**src/rtl/coprime_tick_pkg.sv**
```systemverilog
package coprime_tick_pkg;

  localparam int unsigned RING_MIN_LEN = 2;
  localparam int unsigned RING_MAX_LEN = 16;

  // Greatest common divisor by repeated remainder; bounded loop so it
  // stays a constant function usable at elaboration.
  function automatic int unsigned gcd_of(input int unsigned a, input int unsigned b);
    int unsigned x;
    int unsigned y;
    int unsigned t;
    x = a;
    y = b;
    for (int i = 0; i < 32; i++) begin
      if (y != 0) begin
        t = x % y;
        x = y;
        y = t;
      end
    end
    return x;
  endfunction

  function automatic bit lengths_ok(input int unsigned a, input int unsigned b);
    return (a >= RING_MIN_LEN) && (a <= RING_MAX_LEN) &&
           (b >= RING_MIN_LEN) && (b <= RING_MAX_LEN) &&
           (gcd_of(a, b) == 1);
  endfunction

endpackage

```
**src/rtl/onehot_ring.sv**
```systemverilog
module onehot_ring #(
  parameter int unsigned LEN = 15
) (
  input  logic           clk,
  input  logic           restart,
  input  logic           en,
  output logic [LEN-1:0] state,
  output logic           tap
);

  localparam logic [LEN-1:0] SEED = LEN'(1);

  logic [LEN-1:0] ring_q;

  // Set bit moves from stage i to stage i+1; last stage wraps to stage 0.
  always_ff @(posedge clk) begin
    if (restart) begin
      ring_q <= SEED;
    end else if (en) begin
      ring_q <= {ring_q[LEN-2:0], ring_q[LEN-1]};
    end
  end

  assign state = ring_q;
  assign tap   = ring_q[LEN-1];

endmodule

```
**src/rtl/tick_gate.sv**
```systemverilog
module tick_gate (
  input  logic restart,
  input  logic en,
  input  logic tap_a,
  input  logic tap_b,
  output logic tick
);

  // Both rings on their last stage means the coming edge returns both to
  // stage 0 together: this is the one cycle of the period to flag.
  always_comb begin
    tick = en & ~restart & tap_a & tap_b;
  end

endmodule

```
**src/rtl/coprime_tick_timer.sv**
```systemverilog
module coprime_tick_timer #(
  parameter int unsigned LEN_A = 15,
  parameter int unsigned LEN_B = 16
) (
  input  logic clk,
  input  logic restart,
  input  logic en,
  output logic tick
);

  import coprime_tick_pkg::*;

  localparam bit PARAMS_OK = lengths_ok(LEN_A, LEN_B);

  generate
    if (!PARAMS_OK) begin : g_bad_lengths
      $error("ring lengths must each be 2..16 and share no common factor");
    end
  endgenerate

  logic [LEN_A-1:0] ring_a_q;
  logic [LEN_B-1:0] ring_b_q;
  logic             tap_a;
  logic             tap_b;

  onehot_ring #(.LEN(LEN_A)) u_ring_a (
    .clk     (clk),
    .restart (restart),
    .en      (en),
    .state   (ring_a_q),
    .tap     (tap_a)
  );

  onehot_ring #(.LEN(LEN_B)) u_ring_b (
    .clk     (clk),
    .restart (restart),
    .en      (en),
    .state   (ring_b_q),
    .tap     (tap_b)
  );

  tick_gate u_gate (
    .restart (restart),
    .en      (en),
    .tap_a   (tap_a),
    .tap_b   (tap_b),
    .tick    (tick)
  );

endmodule

```
**config.mk**
```make
export PLATFORM = sky130hd
export DESIGN_NAME = coprime_tick_timer
export DESIGN_NICKNAME = d
export VERILOG_FILES = /design/src/rtl/coprime_tick_pkg.sv /design/src/rtl/onehot_ring.sv /design/src/rtl/tick_gate.sv /design/src/rtl/coprime_tick_timer.sv
export SDC_FILE = /design/constraint.sdc
export NUM_CORES = 1
export LEC_CHECK = 0
export BUFFER_PORTS_ARGS = -buffer_cell sky130_fd_sc_hd__clkbuf_2
export CAP_MARGIN = 15
export CORE_ASPECT_RATIO = 1.2
export CORE_MARGIN = 5
export CORE_UTILIZATION = 58
export CTS_CLUSTER_DIAMETER = 50
export DETAILED_ROUTE_END_ITERATION = 6
export HOLD_SLACK_MARGIN = 0.1
export PLACE_DENSITY_LB_ADDON = 0.25
export SYNTH_ARGS = -nofsm -noshare
export SYNTH_HDL_FRONTEND = slang
export SYNTH_SLANG_ARGS = --single-unit
```
**constraint.sdc**
```tcl
create_clock -name clk -period 1.2 [get_ports clk]
set_clock_uncertainty 0.2 [all_clocks]
set_input_delay 0.12 -clock clk [delete_from_list [all_inputs] [get_ports clk]]
set_output_delay 0.12 -clock clk [all_outputs]
set_load 0.005 [all_outputs]
```
==> results.md, run 1 <==
- # rows: 17
- Critical Path End Type: output port
- Startpoint Class: flop
- PwrDens: 1400 nW/um2
- Vias post-DR: 694
- Main combinational cell family by area after synthesis: multiplexers
- Slew headroom: 0.857
- Worst R2R Path Depth: 2
- Clock power share: 0.341
- DR pass1 iterations: 3
- Total track usage: 0.140
- Type of the worst setup path: flop to output port
- Delay-heaviest family, CP: flip-flops
- Comb pwr share: 0.062
- Initial antenna violation count: 0
- Switch Pwr: 0.388 mW
- Number of buffers created by CTS: 5
- Maximum clock path buffer count: 2
- Drt total wl: 1630 um
- DR iter-0 viols: 7
- Core ar.: 1870 um2
- Simple-gate portion of the synthesized area: 0.116
- Pin count of the biggest net entering global routing: 19
- Synthesized area: 1140 um2
- ANT nets after route: 0
- Hold Path Sink: u_ring_a.state[0]
- Max_cap viols: 0
- WL/cell: 12.4 um
- P_leak: 0.579 nW
- Clk slew on worst S/H paths: 0.09 ns
- First-pass GRT wire length: 3040 um
- Adder-Cell Fraction of Synth Area: 0
- Internal: 1.37 mW
- Worst Hold Class: input pin to flop
- Syn Area/Cell: 11.3 um2
- Number of global-route vias before repair: 698
- Initial core utilization: 0.612
- PnR worst setup slack: -0.120 ns
- Worst hold slack: 0.0915 ns
- Detailed placement HPWL: 1080 um
- Net count of the mapped netlist: 104
- Mapped Cells: 101
- Crit path buffers/inverters: 1
- Switching share of power: 0.221
- Tcrit/Tclk final: 1.10
- Setup TNS: -0.120 ns
- Hold_sp: en
- Cell variety after synth: 10
- Worst Path Required: 0.88 ns
- DR vias/cell: 5.30
- Hold Buf Count CTS: 2
- Fin. max-slew vios: 0
- Routability congestion estimate: 0.683
- Hold path cells: 3
- Final hold violation count: 0
- Share of cells above drive strength 1: 0.170
- Outcome: complete, but fails checks
- # IOs: 4
- Flop2flop setup slack: 0.16 ns
- Crit-path slowest cell: dfxtp_2
- Final setup fails: 1
- R2R Path End: u_ring_b.state[0]
- CP peak stage delay: 0.34 ns
- CTS tree: yes
- Antenna diodes: 0
- Failing checks: negative setup slack
- Worst skew pair latency: 0.33 ns
- Nets@finish: 115
- Highest Clock Rate: 0.758 GHz
- XOR/XNOR share of the synthesized area: 0
- Die W: 50.6 um
- Worst reg2reg startpoint: u_ring_b.state[15]
- Die area: 2970 um2
- Root buffer cell: clkbuf_4
- CP Max Fanout: 2
- Seq/Total Area, Yosys: 0.542
- Final min period: 1.32 ns
- Die height: 58.7 um
- Peak supply drop: 0.000855 V
- Data arrival time of the critical path: 1.00 ns
- H-tree Lvls: 2
- Layout area overhead: 9.40%
- Worst-margin pin slew: 0.213 ns
- Remaining DRCs: 0
- CTS Sinks: 31
- RSZ-0062 raised after global routing: true
- #FFs+latches synth: 31
- PortBufs: 3
- Synth Area in Compound Gates: 0.0153
- Syn. warnings: 0
- Total grt overflow: 0
- Reg power frac: 0.598
- Post-synthesis mux area share: 0.254
- Worst-path cell chain: and4b_2, clkbuf_2
[routing by layer]
metal | share of wire | up-vias | global-route usage
li1 | - | 354 | -
met1 | 0.48 | 325 | 0.165
met2 | 0.44 | 9 | 0.206
met3 | 0.049 | 6 | 0.0684
met4 | 0.028 | 0 | 0.0766
met5 | 0 | - | 0
[power groups by stage]
stage	registers (mW)	logic (mW)	clock network (mW)
6_report	1.05	0.109	0.599
5_1_grt	1.05	0.118	0.701
4_1_cts	1.05	0.109	0.627
3_5_place_dp	1.07	0.103	0
3_3_place_gp	1.07	0.0992	0
2_1_floorplan	1.07	0.0963	0
[cells in the mapped netlist, drive strengths merged]
cell / count / area, um2
dfxtp: 31 / 621
clkbuf: 2 / 7.51
mux2i: 29 / 290
buf: 5 / 76.3
nor2: 29 / 109
nor2b: 2 / 12.5
and4b: 1 / 11.3
a211o: 2 / 17.5
[placed cells by master, fill, tap and decap left out]
cell type,netlist,routed
mux2i_1,29,29
nor2_1,29,29
dfxtp_1,31,29
clkbuf_4,0,5
clkbuf_2,0,3
buf_4,0,3
nor2b_1,2,2
a211o_1,2,2
dlygate4sd3_1,0,2
buf_12,3,2
dfxtp_2,0,2
and4b_2,1,1
clkbuf_8,0,1
clkinv_2,0,1
buf_6,1,1
[worst reg2reg max path, delay by kind of cell (launching register included)]
kind	cells	cell delay, ns
flops	1	0.33
buf+inv	1	0.13
compound gates	1	0.28
[through the flow]
step / setup WS [ns] / util / instance area (um2) / instances / power (mW)
final: -0.120 / 0.669 / 1250 / 131 / 1.76
after global routing: -0.183 / 0.669 / 1250 / 131 / 1.87
after CTS: -0.138 / 0.667 / 1250 / 131 / 1.79
after detailed placement: 0.0847 / 0.617 / 1150 / 120 / 1.18
after global placement: 0.130 / 0.617 / 1150 / 120 / 1.17
after floorplan: 0.265 / - / 1140 / 101 / 1.17
[cell families (layout without fill, tap and decap cells)]
group,count (synthesis),in the layout
buffers and inverters,7,18
flip-flops,31,31
multiplexers,29,29
AND/OR/NAND/NOR,32,32
AO/OA/AOI/OAI,2,2
[state kept, by name (all words and copies together) (netlist names)]
register        flops
u_ring_a.state     15
u_ring_b.state     16
[timing repair]
action / in CTS / in global routing
endpoints found under the hold margin: 31 / 1
setup buffers: 2 / 0
cloned: 0 / 0
pin swaps: 1 / 0
resized for setup: 2 / 1
setup endpoints to repair: 1 / 17
[layout make-up]
type | instances | area [um2]
clock buffer | 6 | 51.3
clock inverter | 1 | 5.00
fill | 168 | 619
multi-input combinational | 63 | 440
sequential | 31 | 623
tap | 19 | 23.8
timing repair buffer | 11 | 109
[how the worst max path moves through the flow]
| stage | depth (start not counted) | endpoint | start | slack (ns) |
|---|---|---|---|---|
| 3_3_place_gp | 4 | u_ring_a.state[0] | en | 0.13 |
| 5_1_grt | 2 | tick | u_ring_b.state[15] | -0.18 |
| 6_report | 2 | tick | u_ring_b.state[15] | -0.12 |
| 3_5_place_dp | 4 | u_ring_a.state[4] | en | 0.08 |
| 4_1_cts | 2 | tick | u_ring_b.state[15] | -0.14 |
| 2_1_floorplan | 3 | u_ring_b.state[0] | en | 0.27 |
(Power assumes the default switching activity.)
==> run 2: changes to the inputs <==
--- a/config.mk
+++ b/config.mk
@@ -8,7 +8,6 @@
 export BUFFER_PORTS_ARGS = -buffer_cell sky130_fd_sc_hd__clkbuf_2
 export CAP_MARGIN = 15
 export CORE_ASPECT_RATIO = 1.2
-export CORE_MARGIN = 5
 export CORE_UTILIZATION = 58
 export CTS_CLUSTER_DIAMETER = 50
 export DETAILED_ROUTE_END_ITERATION = 6
==> run 2 against run 1 <==
Effect of this change: the run still ends with negative setup slack left; power decreased by 5.2%; hold slack improved by 0.012 ns; die area fell by 27%; critical endpoint unchanged; largest cell class unchanged; largest power group unchanged.
==> results.md, run 2 (synthesized netlist as in run 1, its figures left out) <==
- Die W: 42.6 um (was 50.6 um)
- PortBufs: 3 (unchanged)
- Worst R2R Path Depth: 3 (was 2)
- Initial core utilization: 0.619 (was 0.612)
- Number of buffers created by CTS: 5 (unchanged)
- Worst Hold Class: input pin to flop (unchanged)
- Maximum clock path buffer count: 2 (unchanged)
- Commonest cells after routing, fill and taps aside: mux2i_1 (29), nor2_1 (29), dfxtp_1 (29), clkbuf_4 (5), buf_4 (4) (was mux2i_1 (29), nor2_1 (29), dfxtp_1 (29), clkbuf_4 (5))
- Root buffer cell: clkbuf_4 (unchanged)
- # rows: 17 (unchanged)
- Setup TNS: -0.0828 ns (was -0.120 ns)
- DR vias/cell: 5.26 (was 5.30)
- Hold path cells: 3 (unchanged)
- Number of global-route vias before repair: 678 (was 698)
- CTS Sinks: 31 (unchanged)
- Max_cap viols: 0 (unchanged)
- CP peak stage delay: 0.33 ns (was 0.34 ns)
- P_leak: 0.578 nW (was 0.579 nW)
- PnR worst setup slack: -0.0828 ns (was -0.120 ns)
- Reg power frac: 0.630 (was 0.598)
- Antenna diodes: 0 (unchanged)
- Tcrit/Tclk final: 1.07 (was 1.10)
- Die area: 2160 um2 (was 2970 um2)
- Hold Path Sink: u_ring_b.state[0] (was u_ring_a.state[0])
- Worst Path Required: 0.88 ns (about the same)
- Crit-path slowest cell: dfxtp_2 (unchanged)
- Clock power share: 0.307 (was 0.341)
- Internal: 1.30 mW (was 1.37 mW)
- Data arrival time of the critical path: 0.96 ns (was 1.00 ns)
- Core ar.: 1850 um2 (was 1870 um2)
- Startpoint Class: flop (unchanged)
- Fin. max-slew vios: 0 (unchanged)
- R2R Path End: u_ring_b.state[0] (unchanged)
- WL/cell: 12.9 um (was 12.4 um)
- Initial antenna violation count: 0 (unchanged)
- Drt total wl: 1680 um (was 1630 um)
- Failing checks: negative setup slack (unchanged)
- Worst hold slack: 0.104 ns (was 0.0915 ns)
- Switching share of power: 0.218 (was 0.221)
- First-pass GRT wire length: 2950 um (was 3040 um)
- Util after Layout: 0.671 (was 0.669)
- Pin count of the biggest net entering global routing: 24 (was 19)
- Worst-margin pin slew: 0.299 ns (was 0.213 ns)
- Worst skew pair latency: 0.31 ns (was 0.33 ns)
- Flop2flop setup slack: 0.05 ns (was 0.16 ns)
- Hold_sp: en (unchanged)
- Routability congestion estimate: 0.724 (was 0.683)
- # fillers: 144 (was 168)
- Detailed placement HPWL: 1080 um (about the same)
- DR pass1 iterations: 4 (was 3)
- Placed insts: 119 (was 120)
- Final setup fails: 1 (unchanged)
- Nets@finish: 115 (unchanged)
- Crit path buffers/inverters: 1 (unchanged)
- Vias post-DR: 684 (was 694)
- Clk slew on worst S/H paths: 0.09 ns (about the same)
- Share of cells above drive strength 1: 0.153 (was 0.170)
- Remaining DRCs: 0 (unchanged)
- Final hold violation count: 0 (unchanged)
- Type of the worst setup path: flop to output port (unchanged)
- Critical Path End Type: output port (unchanged)
- CTS tree: yes (unchanged)
- Delay-heaviest family, CP: flip-flops (unchanged)
- Highest Clock Rate: 0.780 GHz (was 0.758 GHz)
- Outcome: complete, but fails checks (unchanged)
- Peak supply drop: 0.00106 V (was 0.000855 V)
- Comb pwr share: 0.063 (was 0.062)
- Non-Filler Instances: 130 (was 131)
- Max reg flops: 16 (unchanged)
- Total track usage: 0.194 (was 0.140)
- Layout area overhead: 8.52% (was 9.40%)
- Die height: 50.7 um (was 58.7 um)
- Worst-path cell chain: and4b_2, buf_6 (was and4b_2, clkbuf_2)
- Total grt overflow: 0 (unchanged)
- DR iter-0 viols: 8 (was 7)
- RSZ-0062 raised after global routing: true (unchanged)
- Switch Pwr: 0.363 mW (was 0.388 mW)
- CP Max Fanout: 2 (unchanged)
- Slew headroom: 0.801 (was 0.857)
- # IOs: 4 (unchanged)
- H-tree Lvls: 2 (unchanged)
- PwrDens: 1340 nW/um2 (was 1400 nW/um2)
- ANT nets after route: 0 (unchanged)
- Final min period: 1.28 ns (was 1.32 ns)
- Worst reg2reg startpoint: u_ring_b.state[15] (unchanged)
## run 2: power by group through the flow
stage	sequential (mW)	combinational, mW	clock [mW]
3_3_place_gp	1.07	0.0978	0
5_1_grt	1.05	0.115	0.575
4_1_cts	1.05	0.107	0.529
2_1_floorplan	1.07	0.0963	0
3_5_place_dp	1.07	0.101	0
6_report	1.05	0.105	0.511
## run 2: stage by stage
stage / total power [mW] / instance area [um2] / setup WS, ns
6_report: 1.67 / 1240 / -0.0828
5_1_grt: 1.74 / 1240 / -0.131
4_1_cts: 1.69 / 1230 / -0.0997
3_5_place_dp: 1.18 / 1150 / 0.132
3_3_place_gp: 1.17 / 1150 / 0.161
2_1_floorplan: 1.17 / 1140 / 0.265
## run 2: what timing repair did
action | CTS | global route
hold endpoints to repair | 8 | 0
pin swaps | 1 | 1
gates resized for setup | 2 | 2
buffers inserted | 2 | 1
setup endpoints to repair | 1 | 2
hold buffers | 2 | 0
## run 2: worst max path at each step
stage | start | endpoint | slack [ns] | cells past startpoint
global placement | restart | tick | 0.16 | 3
global route | u_ring_b.state[15] | tick | -0.13 | 2
detailed placement | en | u_ring_a.state[2] | 0.13 | 4
floorplan | en | u_ring_b.state[0] | 0.27 | 3
finish | u_ring_b.state[15] | tick | -0.08 | 2
CTS | u_ring_a.state[14] | tick | -0.1 | 2
## run 2: layer usage
| metal | part of all wire | vias to the layer above | GRT usage |
|---|---|---|---|
| li1 | - | 355 | - |
| met1 | 0.48 | 316 | 0.219 |
| met2 | 0.46 | 8 | 0.300 |
| met3 | 0.042 | 5 | 0.0755 |
| met4 | 0.024 | 0 | 0.125 |
| met5 | 0 | - | 0 |
## run 2: final cells by class
| cell class | count | area (um2) | share of cell area |
|---|---|---|---|
| clock buffer | 6 | 41.3 | 0.0332 |
| multi-input combinational | 63 | 440 | 0.354 |
| sequential | 31 | 623 | 0.502 |
| tap | 19 | 23.8 | 0.0191 |
| timing repair buffer | 11 | 114 | 0.0916 |
## run 2: worst register-to-register path, delay by kind of cell (launching register included)
| family | cells | cell delay, ns |
|---|---|---|
| AOI/OAI and AO/OA | 1 | 0.27 |
| buffers and inverters | 2 | 0.26 |
| DFF | 1 | 0.33 |
==> run 3: changes to the inputs <==
--- a/config.mk
+++ b/config.mk
@@ -11,8 +11,10 @@
 export CORE_UTILIZATION = 58
 export CTS_CLUSTER_DIAMETER = 50
 export DETAILED_ROUTE_END_ITERATION = 6
+export GPL_ROUTABILITY_DRIVEN = 0
 export HOLD_SLACK_MARGIN = 0.1
 export PLACE_DENSITY_LB_ADDON = 0.25
+export SLEW_MARGIN = 20
 export SYNTH_ARGS = -nofsm -noshare
 export SYNTH_HDL_FRONTEND = slang
 export SYNTH_SLANG_ARGS = --single-unit
==> constraint.sdc (replaced) <==
create_clock -name clk -period 1.3 [get_ports clk]
set_clock_uncertainty 0.2 [all_clocks]
set_input_delay 0.13 -clock clk [delete_from_list [all_inputs] [get_ports clk]]
set_output_delay 0.13 -clock clk [all_outputs]
set_load 0.005 [all_outputs]
==> run 3 against run 2 <==
Effect of this change: the flow still finishes with violations (negative setup slack); first-iteration DRC count is 25% lower; power is 7.3% lower; via count is 1.3% higher; combinational power is 4% lower; wire length is 2.7% higher; die area stayed put; final cell count stayed put; critical path depth stayed put; worst setup slack better by 0.066 ns; utilization is 0.27 points lower; clock power is 7.4% lower; global-route usage is 0.69 points higher; critical path type unchanged; largest power group unchanged.
==> results.md, run 3 (synthesized netlist as in run 1, its figures left out) <==
- Final hold violation count: 0 (unchanged)
- Nets@finish: 115 (unchanged)
- # rows: 17 (unchanged)
- DR pass1 iterations: 4 (unchanged)
- Highest Clock Rate: 0.760 GHz
- Die W: 42.6 um (unchanged)
- Startpoint Class: flop (unchanged)
- CTS Sinks: 31 (unchanged)
- CP peak stage delay: 0.34 ns (was 0.33 ns)
- Worst reg2reg startpoint: u_ring_b.state[15] (unchanged)
- Clk slew on worst S/H paths: 0.08 ns (was 0.09 ns)
- # IOs: 4 (unchanged)
- Crit path buffers/inverters: 1 (unchanged)
- Slew headroom: 0.896 (was 0.801)
- Delay-heaviest family, CP: flip-flops (unchanged)
- Critical path origin: u_ring_b.state[15] (unchanged)
- Share of cells above drive strength 1: 0.153 (unchanged)
- Placed insts: 120 (was 119)
- H-tree Lvls: 2 (unchanged)
- CTS tree: yes (unchanged)
- Total grt overflow: 0 (unchanged)
- Type of the worst setup path: flop to output port (unchanged)
- Pin count of the biggest net entering global routing: 19 (was 24)
- Worst-path cell chain: and4b_2, clkbuf_2 (was and4b_2, buf_6)
- Setup TNS: -0.0164 ns (was -0.0828 ns)
- Drt total wl: 1720 um (was 1680 um)
- Critical Path End Type: output port (unchanged)
- Antenna diodes: 0 (unchanged)
- Total track usage: 0.200 (was 0.194)
- Post-Place Worst Slack: 0.221 ns (was 0.132 ns)
- Final min period: 1.32 ns
- PnR worst setup slack: -0.0164 ns (was -0.0828 ns)
- Core ar.: 1850 um2 (unchanged)
- Remaining DRCs: 0 (unchanged)
- Layout area overhead: 8.09% (was 8.52%)
- DR iter-0 viols: 6 (was 8)
- Util after Layout: 0.669 (was 0.671)
- Outcome: complete, but fails checks (unchanged)
- # fillers: 146 (was 144)
- Fin. max-slew vios: 0 (unchanged)
- Maximum clock path buffer count: 2 (unchanged)
- Number of buffers created by CTS: 5 (unchanged)
- P_leak: 0.569 nW (was 0.578 nW)
- Initial core utilization: 0.619 (unchanged)
- Worst R2R Path Depth: 2 (was 3)
- Max reg flops: 16 (unchanged)
- Pwr Total: 1.54 mW (was 1.67 mW)
- Area after DPL: 1150 um2 (about the same)
- Hold path cells: 4 (was 3)
- Initial antenna violation count: 0 (unchanged)
- WL/cell: 13.3 um (was 12.9 um)
- Worst-margin pin slew: 0.152 ns (was 0.299 ns)
- Die area: 2160 um2 (unchanged)
- Worst hold slack: 0.123 ns (was 0.104 ns)
- ANT nets after route: 0 (unchanged)
- Root buffer cell: clkbuf_4 (unchanged)
- Tcrit/Tclk final: 1.01
- DR vias/cell: 5.33 (was 5.26)
- PwrDens: 1250 nW/um2 (was 1340 nW/um2)
- Commonest cells after routing, fill and taps aside: mux2i_1 (29), nor2_1 (29), dfxtp_1 (29), clkbuf_4 (5) (was mux2i_1 (29), nor2_1 (29), dfxtp_1 (29), clkbuf_4 (5), buf_4 (4))
- Data arrival time of the critical path: 0.99 ns (was 0.96 ns)
- Worst skew pair latency: 0.32 ns (was 0.31 ns)
- Worst Path Required: 0.97 ns (was 0.88 ns)
- RSZ-0062 raised after global routing: true (unchanged)
- Design area: 1240 um2 (about the same)
- Max_cap viols: 0 (unchanged)
- First-pass GRT wire length: 2990 um (was 2950 um)
- Number of global-route vias before repair: 705 (was 678)
- Die height: 50.7 um (unchanged)
- PortBufs: 3 (unchanged)
- Critical path depth: 2 (unchanged)
- Peak supply drop: 0.000833 V (was 0.00106 V)
- Worst Hold Class: input pin to flop (unchanged)
- Crit-path slowest cell: dfxtp_2 (unchanged)
- CP Max Fanout: 2 (unchanged)
- Non-Filler Instances: 130 (unchanged)
- Detailed placement HPWL: 1110 um (was 1080 um)
- Vias post-DR: 693 (was 684)
- Final setup fails: 1 (unchanged)
- Failing checks: negative setup slack (unchanged)
- Hold_sp: en (unchanged)
run 3: power breakdown:
| part | switching, mW | total [mW] | internal [mW] |
|---|---|---|---|
| combinational | 0.0495 | 0.101 | 0.0512 |
| sequential | 0.00731 | 0.970 | 0.963 |
| clock | 0.282 | 0.473 | 0.192 |
| total | 0.338 | 1.54 | 1.21 |
run 3: area by class of cell:
class                      instances  area (um2)  area share
sequential                        31         623       0.504
multi-input combinational         63         440       0.356
clock buffer                       6        41.3      0.0334
timing repair buffer              11         109      0.0880
tap                               19        23.8      0.0192
run 3: timing repair:
item                                    in CTS  in global routing
gates resized for setup                      2                  1
hold buffers                                 2                  0
setup buffers                                2                  0
pin swaps                                    1                  0
endpoints found under the setup margin       1                  3
endpoints found under the hold margin       31                  0
run 3: path summary, 6_finish.rpt:
path / to / slack (ns)
worst max-delay path: tick / -0.02
worst min-delay path: u_ring_a.state[12] / 0.12
worst max register to register: u_ring_b.state[0] / 0.25
worst min register to register: u_ring_a.state[6] / 0.30
run 3: worst register-to-register path, cell delays in order, from the launching register on:
cell and delay [ns]:
dfxtp_2 0.33, buf_4 0.13, a211o_1 0.28
run 3: per-layer routing:
metal | up-vias | part of all wire | track usage
met5 | - | 0 | 0
met4 | 0 | 0.020 | 0.109
met3 | 5 | 0.054 | 0.112
met2 | 10 | 0.45 | 0.297
met1 | 322 | 0.48 | 0.226
li1 | 356 | - | -
